--- src/rtl/prio_irq_ctrl.sv ---
module prio_irq_ctrl #(
  parameter int NSRC = 64,
  parameter logic [3:0] VEC_TAG = 4'hA
) (
  input  logic            clk,
  input  logic            rst_n,
  input  logic [NSRC-1:0] src_in,
  input  logic            bus_wr,
  input  logic [7:0]      bus_addr,
  input  logic [31:0]     bus_wdata,
  output logic [31:0]     bus_rdata,
  input  logic            cpu_ack,
  output logic            cpu_irq
);
  localparam int IW = (NSRC > 1) ? $clog2(NSRC) : 1;
  localparam logic [2:0] LV_OFF = 3'd7;
  localparam logic [7:0] A_STAT = 8'h00;
  localparam logic [7:0] A_MASK = 8'h01;

  logic [NSRC-1:0] s1, s2, s3, en, epend, pend, acc;
  logic [NSRC-1:0][2:0] lvl;
  logic [NSRC-1:0][1:0] sns;
  logic [2:0] mask, st_mask, best_lvl;
  logic [IW-1:0] st_src, best_id;
  logic found;
  logic unused_wbits;

  assign unused_wbits = ^{bus_wdata[31:8], bus_wdata[5]};

  always_ff @(posedge clk) begin
    if (!rst_n) begin
      s1 <= '0;
      s2 <= '0;
      s3 <= '0;
    end else begin
      s1 <= src_in;
      s2 <= s1;
      s3 <= s2;
    end
  end

  always_comb begin
    for (int i = 0; i < NSRC; i++) begin
      pend[i] = sns[i][0] ? (s2[i] == sns[i][1]) : epend[i];
      acc[i]  = en[i] && pend[i] && (lvl[i] != LV_OFF) && (lvl[i] < mask);
    end
  end

  always_ff @(posedge clk) begin
    if (!rst_n) begin
      lvl   <= {NSRC{LV_OFF}};
      sns   <= '0;
      en    <= '0;
      epend <= '0;
    end else begin
      for (int i = 0; i < NSRC; i++) begin
        logic hit, wsel;
        hit  = sns[i][1] ? (s2[i] && !s3[i]) : (!s2[i] && s3[i]);
        wsel = bus_wr && (bus_addr == 8'(128 + i));
        if (wsel) begin
          lvl[i] <= bus_wdata[2:0];
          sns[i] <= bus_wdata[4:3];
          en[i]  <= bus_wdata[6];
        end
        if (!sns[i][0] && hit) epend[i] <= 1'b1;
        else if (wsel && !bus_wdata[7]) epend[i] <= 1'b0;
      end
    end
  end

  always_comb begin
    found    = 1'b0;
    best_lvl = LV_OFF;
    best_id  = '0;
    for (int i = 0; i < NSRC; i++) begin
      if (acc[i] && (!found || lvl[i] < best_lvl)) begin
        found    = 1'b1;
        best_lvl = lvl[i];
        best_id  = IW'(i);
      end
    end
  end

  assign cpu_irq = found;

  always_ff @(posedge clk) begin
    if (!rst_n) begin
      mask    <= '0;
      st_mask <= '0;
      st_src  <= '0;
    end else if (cpu_ack && found) begin
      st_src  <= best_id;
      st_mask <= mask;
      mask    <= best_lvl;
    end else if (bus_wr && bus_addr == A_MASK) begin
      mask <= bus_wdata[2:0];
    end
  end

  always_comb begin
    bus_rdata = '0;
    if (bus_addr == A_STAT) begin
      bus_rdata[31:28]  = VEC_TAG;
      bus_rdata[10:8]   = st_mask;
      bus_rdata[IW-1:0] = st_src;
    end else if (bus_addr == A_MASK) begin
      bus_rdata[2:0] = mask;
    end else begin
      for (int i = 0; i < NSRC; i++)
        if (bus_addr == 8'(128 + i))
          bus_rdata[7:0] = {pend[i], en[i], 1'b0, sns[i], lvl[i]};
    end
  end
endmodule

--- config.mk ---
export PLATFORM = sky130hd
export DESIGN_NAME = prio_irq_ctrl
export DESIGN_NICKNAME = d
export VERILOG_FILES = /design/src/rtl/prio_irq_ctrl.sv
export SDC_FILE = /design/constraint.sdc
export NUM_CORES = 2
export LEC_CHECK = 0
export BUFFER_PORTS_ARGS = -buffer_cell sky130_fd_sc_hd__buf_2
export CORE_ASPECT_RATIO = 0.9
export CORE_MARGIN = 5
export CORE_UTILIZATION = 45
export CTS_CLUSTER_DIAMETER = 30
export DETAILED_ROUTE_END_ITERATION = 6
export MAX_ROUTING_LAYER = met4
export PLACE_DENSITY = 0.74
export SYNTH_ARGS = -nofsm -noshare
export SYNTH_HDL_FRONTEND = slang
export SYNTH_SLANG_ARGS = --single-unit
--- constraint.sdc ---
create_clock -name clk -period 72.8 [get_ports clk]
set_clock_uncertainty 0.1 [all_clocks]
set_input_delay 7.28 -clock clk [delete_from_list [all_inputs] [get_ports clk]]
set_output_delay 7.28 -clock clk [all_outputs]
set_load 0.02 [all_outputs]
# Word level (Yosys, flattened, before mapping)

Cells that the tools add are included.

Equality and inequality tests: 193
Muxes and demuxes: 519
Shift-type cells: 0
Reductions and logical operators: 962
Multiply operators: 0
Bitwise logic cells: 0
Div/mod/pow operators: 0
Add/sub/neg operators: 0
Magnitude comparators: 127

Operators by type and width:

| operator                                                              | count |
|---|---|
| 1-bit logical AND                                                     | 577 |
| 8-bit equality test, second input constant                            | 64 |
| 8-bit two-way mux                                                     | 64 |
| 3-bit less-than comparator                                            | 127 |
| 6-bit two-way mux                                                     | 63 |
| 1-bit two-way mux                                                     | 321 |
| 1-bit logical NOT                                                     | 256 |
| 3-bit two-way mux                                                     | 68 |
| 3-bit inequality test, second input constant                          | 64 |
| 2-bit nonzero test                                                    | 65 |
| 1-bit equality test                                                   | 64 |
| 1-bit logical OR                                                      | 63 |
| 8-bit by 1-bit equality test with 1-bit output, second input constant | 1 |
| 8-bit logical NOT                                                     | 1 |
| 5-bit two-way mux                                                     | 1 |
| 4-bit two-way mux                                                     | 1 |
| 2-bit two-way mux                                                     | 1 |

Bits in read-only memories: 0
Bits in registers: 652
Memories: 0
Bits in latches: 0
Output and inout port bits: 33
Word-level logic and storage cells: 2063
RAM bits: 0

# Longest topological paths before layout

Word-level depth: 260
Gate-level depth with buffers: 438
Mapped depth without buffers: 431

# Worst setup path before layout

Ideal clock, no wire load.

Kind: register to register
Start point: register mask[2]
End point: register mask[2]
Cell stages (with the launch flop): 414
Data arrival time: 73070 ps
Path buffers: 7
Path slack: -437 ps
Path through: dfxtp_1 > inv_1 > ha_1 > nand2_1 > o211ai_1 > or2_1 > nor2_1 > ha_1 > a21oi_4 > o21ai_2 > a21oi_1 > inv_1 > ha_1 > a21oi_1 > nand2_1 > mux2i_1 > ha_1 > and2_1 > [... 378 more ...] > o211ai_1 > and3_1 > buf_4 > a21o_1 > ha_1 > o21a_1 > o21ai_0 > and2_1 > a31o_2 > a211o_1 > and2_1 > ha_1 > a2111oi_0 > nand2_1 > a311oi_1 > a211oi_2 > a311o_1 > a21oi_2

Longest elaborated chain between the ends: 257
Elaborated cells between the ends (all ways): 511

RTL lines:

| item                                                                   | line | source |
|---|---|---|
| from (decl)                                                            | 23   | `logic [2:0] mask, st_mask, best_lvl;` |
| from (signal assigned)                                                 | 94   | `mask <= best_lvl;` |
| from (signal assigned)                                                 | 96   | `mask <= bus_wdata[2:0];` |
| 3-bit less-than comparator                                             | 45   | `acc[i] = en[i] && pend[i] && (lvl[i] != LV_OFF) && (lvl[i] < mask);` |
| 1-bit logical AND                                                      | 45   |  |
| 3-bit two-way mux / 1-bit two-way mux (equally long branches)          | 76   | `if (acc[i] && (!found \|\| lvl[i] < best_lvl)) begin` |
| 3-bit less-than comparator / 1-bit logical NOT (equally long branches) | 76   |  |
| 1-bit logical OR                                                       | 76   |  |
| 1-bit logical AND                                                      | 76   |  |
| 3-bit two-way mux / 1-bit two-way mux (equally long branches)          | 76   |  |
| 3-bit less-than comparator / 1-bit logical NOT (equally long branches) | 76   |  |
| [... 241 more ...]                                                     | -    |  |
| 1-bit logical AND                                                      | 76   |  |
| 3-bit two-way mux / 1-bit two-way mux (equally long branches)          | 76   |  |
| 3-bit less-than comparator / 1-bit logical NOT (equally long branches) | 76   |  |
| 1-bit logical OR                                                       | 76   |  |
| 1-bit logical AND                                                      | 76   |  |
| 1-bit two-way mux                                                      | 76   |  |
| 1-bit logical AND                                                      | 91   | `end else if (cpu_ack && found) begin` |
| 3-bit two-way mux / 2-bit nonzero test (equally long branches)         | -    |  |

Parallel ways exist; a longest one is shown, timed or not.
A chain may end at the register's enable or synchronous reset.

# Worst setup path after layout

Same ends and word-level chain as after synthesis.

==> results.yml <==
synthesis:
  avgSynthCellArea_sq_um: 7.61
  ys_types: 144
  yosysSeqAreaShare_pct: 30.8
  syn_inst: 5571
  yosys_warnings: 0
  synth_edf_count: 0
  synth_flop_cell: "dfxtp_1"
  synth_seq_cells: 652
  ys_async_sr_fraction_pct: 0
  syn_area_sq_um: 42400
place:
  routabilityCongestion: 1.04
  pre_cts_ws_ns: -1.89
  dpl-instance-area_sq_um: 45700
  dp_hpwl_microns: 110000
  io_buffer_count: 96
timing:
  slew_headroom_pct: 14.0
  hold_viol_final: 0
  tightest_slew_ns: 1.29
  max_freq_mhz: 14.2
  fin_setup_tns_ns: 0
  report.final.slew_viol_count: 0
  finalCritPeriodShare_pct: 96.9
  fin_ws_ns: 2.23
  finalSetupViolations: 0
  finalCriticalPeriod_ns: 70.57
global_routing:
  grt_pass1_wl_microns: 243000
  track_usage_pct: 31.1
  grt_remaining_overflow: 0
  grt_max_degree: 223
  grt_pass1_vias: 42400
  antenna_found_initial: 10
cells_and_area:
  drive_gt1_share_pct: 20.1
  fin_nets: 6257
  syn2layout_area_growth_pct: 25.4
  layout_common_cells: "nand2_1 (816), nand3_1 (658), dfxtp_1 (650)"
  stdcell_area_sq_um: 53200
  mostFrequentLayoutCell: "nand2_1"
route:
  vias: 46500
  first_pass_iters: 7
  drc: 3
  wl_per_cell_microns: 22.4
  drt-vias-per-instance: 6.34
  antenna_left: 0
  wl_microns: 164000
  drt_iter0_drc: 6302
die:
  design.core.area_sq_um: 93200
  die_x_microns: 334
  dieArea_sq_um: 101000
  start_util_pct: 45.5
  ios: 141
  rows: 106
  die_y_microns: 301
power:
  cellPowerDensity_nw_per_um2: 20.6
  leakagePower_nw: 21.5
  vdd_drop_max_uv: 24.3
run_status:
  violations: "design-rule violations"
  status: "finished with violations"
setup_path:
  end_kind: "flop"
  reg2regPathDepth: 414
  worst-path-max-fanout: 5
  path_class: "flop to flop"
  crit_path_start_kind: "flop"
  cpMostUsedCell: "ha_1"
  crit_slowest_cell: "or4_4"
  r2r_end: "mask[2]$_SDFFE_PN0P_"
  arrival_ns: 71.14
  cp_slowest_stage_delay_ns: 0.56
  rrSetupSlack_ns: 2.23
  critPathRequiredTime_ns: 73.36
  timing.rr.start: "mask[2]$_SDFFE_PN0P_"
hold_path:
  min_from: "s1[3]$_SDFF_PN0_"
  min_to: "s2[3]$_SDFF_PN0_"
  hp-class: "flop to flop"
  min_path_cells: 1
clocking:
  clk_pin_slew_ns: 0.05
  cts_inserted_buffers: 145
  clk_latency_ns: 0.75
  cts_hold_buffers: 0
  clockBufferDepth: 3
  cts_tree: "built"
  ctsRootBufferMaster: "clkbuf_16"
  cts.sinks: 652
  h-tree-depth: 4
flow_run:
  maxCapViolations: 0
==> final cells by class <==
cell class                 count  area [sq um]
antenna                       10          25.0
multi-input combinational   4445         28800
inverter                     155           597
clock inverter                89          1220
sequential                   652         13100
clock buffer                 177          3960
tap                         1242          1550
timing repair buffer         556          3990
fill                        8005         40000
==> repair_timing <==
action / 4_1_cts / 5_1_grt
buffers inserted: 10 / 101
setup endpoints to repair: 9 / 9
pin swaps: 11 / 163
gates resized for setup: 56 / 305
==> per-layer routing <==
metal	share of wire, %	track usage, %
met4	5.5	14.9
met5	0	-
met1	39	40.6
met2	41	43.9
met3	14	9.36
==> metrics by stage <==
step / power, mW / instances / hold WS (ns) / util [%]
4_1_cts: 1.10 / 7216 / 0.327 / 54.8
2_1_floorplan: 0.399 / 5589 / 0.312 / -
3_5_place_dp: 0.413 / 6940 / 0.317 / 49.0
6_report: 1.10 / 7326 / 0.328 / 57.1
3_3_place_gp: 0.412 / 6940 / 0.312 / 49.0
5_1_grt: 1.12 / 7324 / 0.346 / 57.1
==> critical path: cells and delay by family (launching register included) <==
kind | cells | cell delay [ns]
muxes | 35 | 8.66
and+or+nand+nor | 118 | 16.73
buffers and inverters | 45 | 3.72
adders and majority gates | 63 | 15.21
DFF | 1 | 0.37
AOI/OAI and AO/OA | 153 | 25.47
==> cells by family (layout without fill, tap and decap cells) <==
kind of cell,count (synthesis),after routing,synth area share (%)
and+or+nand+nor,2558,2558,29.4
adders and majority gates,207,207,6.04
DFF,652,652,30.8
buffers and inverters,492,977,5.09
other,1,29,0.00884
muxes,139,139,3.44
xor gates and xnor gates,64,64,1.32
AOI/OAI and AO/OA,1458,1458,23.9
==> registers in the layout, indices dropped and copies added (netlist names) <==
register / cells
s2: 64
lvl: 192
sns: 128
s3: 64
en: 64
st_src: 6
s1: 64
mask: 3
st_mask: 3
epend: 64
==> how the worst max path moves through the flow <==
stage | startpoint | endpoint | slack, ns
2_1_floorplan | mask[2]$_SDFFE_PN0P_ | st_src[4]$_SDFFE_PN0P_ | 0.06
3_3_place_gp | mask[2]$_SDFFE_PN0P_ | mask[2]$_SDFFE_PN0P_ | -0.71
3_5_place_dp | mask[2]$_SDFFE_PN0P_ | mask[2]$_SDFFE_PN0P_ | -1.89
4_1_cts | mask[2]$_SDFFE_PN0P_ | mask[2]$_SDFFE_PN0P_ | 0.03
5_1_grt | mask[2]$_SDFFE_PN0P_ | st_src[4]$_SDFFE_PN0P_ | -1.04
6_report | mask[2]$_SDFFE_PN0P_ | mask[2]$_SDFFE_PN0P_ | 2.23
==> synthesized netlist by cell type (all sizes together), types with 14 or more instances <==
library cell / n / area [sq um]
nand2b: 155 / 970
o31a: 15 / 133
ha: 194 / 2430
o21ai: 275 / 1380
a21o: 119 / 897
dfxtp: 652 / 13100
or3: 19 / 119
mux2i: 117 / 1190
o31ai: 16 / 158
o32ai: 20 / 183
nor2b: 24 / 150
buf: 75 / 556
mux2: 22 / 270
a22oi: 81 / 608
and2: 239 / 1500
o211ai: 45 / 368
xnor2: 64 / 561
nand4b: 53 / 464
a31oi: 39 / 256
nand3b: 14 / 105
nand2: 834 / 3140
nor4: 19 / 119
a22o: 38 / 342
nand3: 666 / 3340
a211oi: 37 / 320
a21oi: 390 / 2000
inv: 155 / 582
nor3: 80 / 427
o21a: 19 / 143
a211o: 24 / 211
nand4: 38 / 238
o22ai: 25 / 169
a221oi: 44 / 415
or2: 29 / 181
nor2: 319 / 1200
clkbuf: 257 / 976
a21boi: 82 / 616
and3: 23 / 149
==> power by group <==
group | internal (mW) | switching, mW
Sequential | 0.364 | 0.00473
Clock | 0.461 | 0.228
Combinational | 0.0107 | 0.0300
Note: power is estimated with default switching activity, not from simulation.
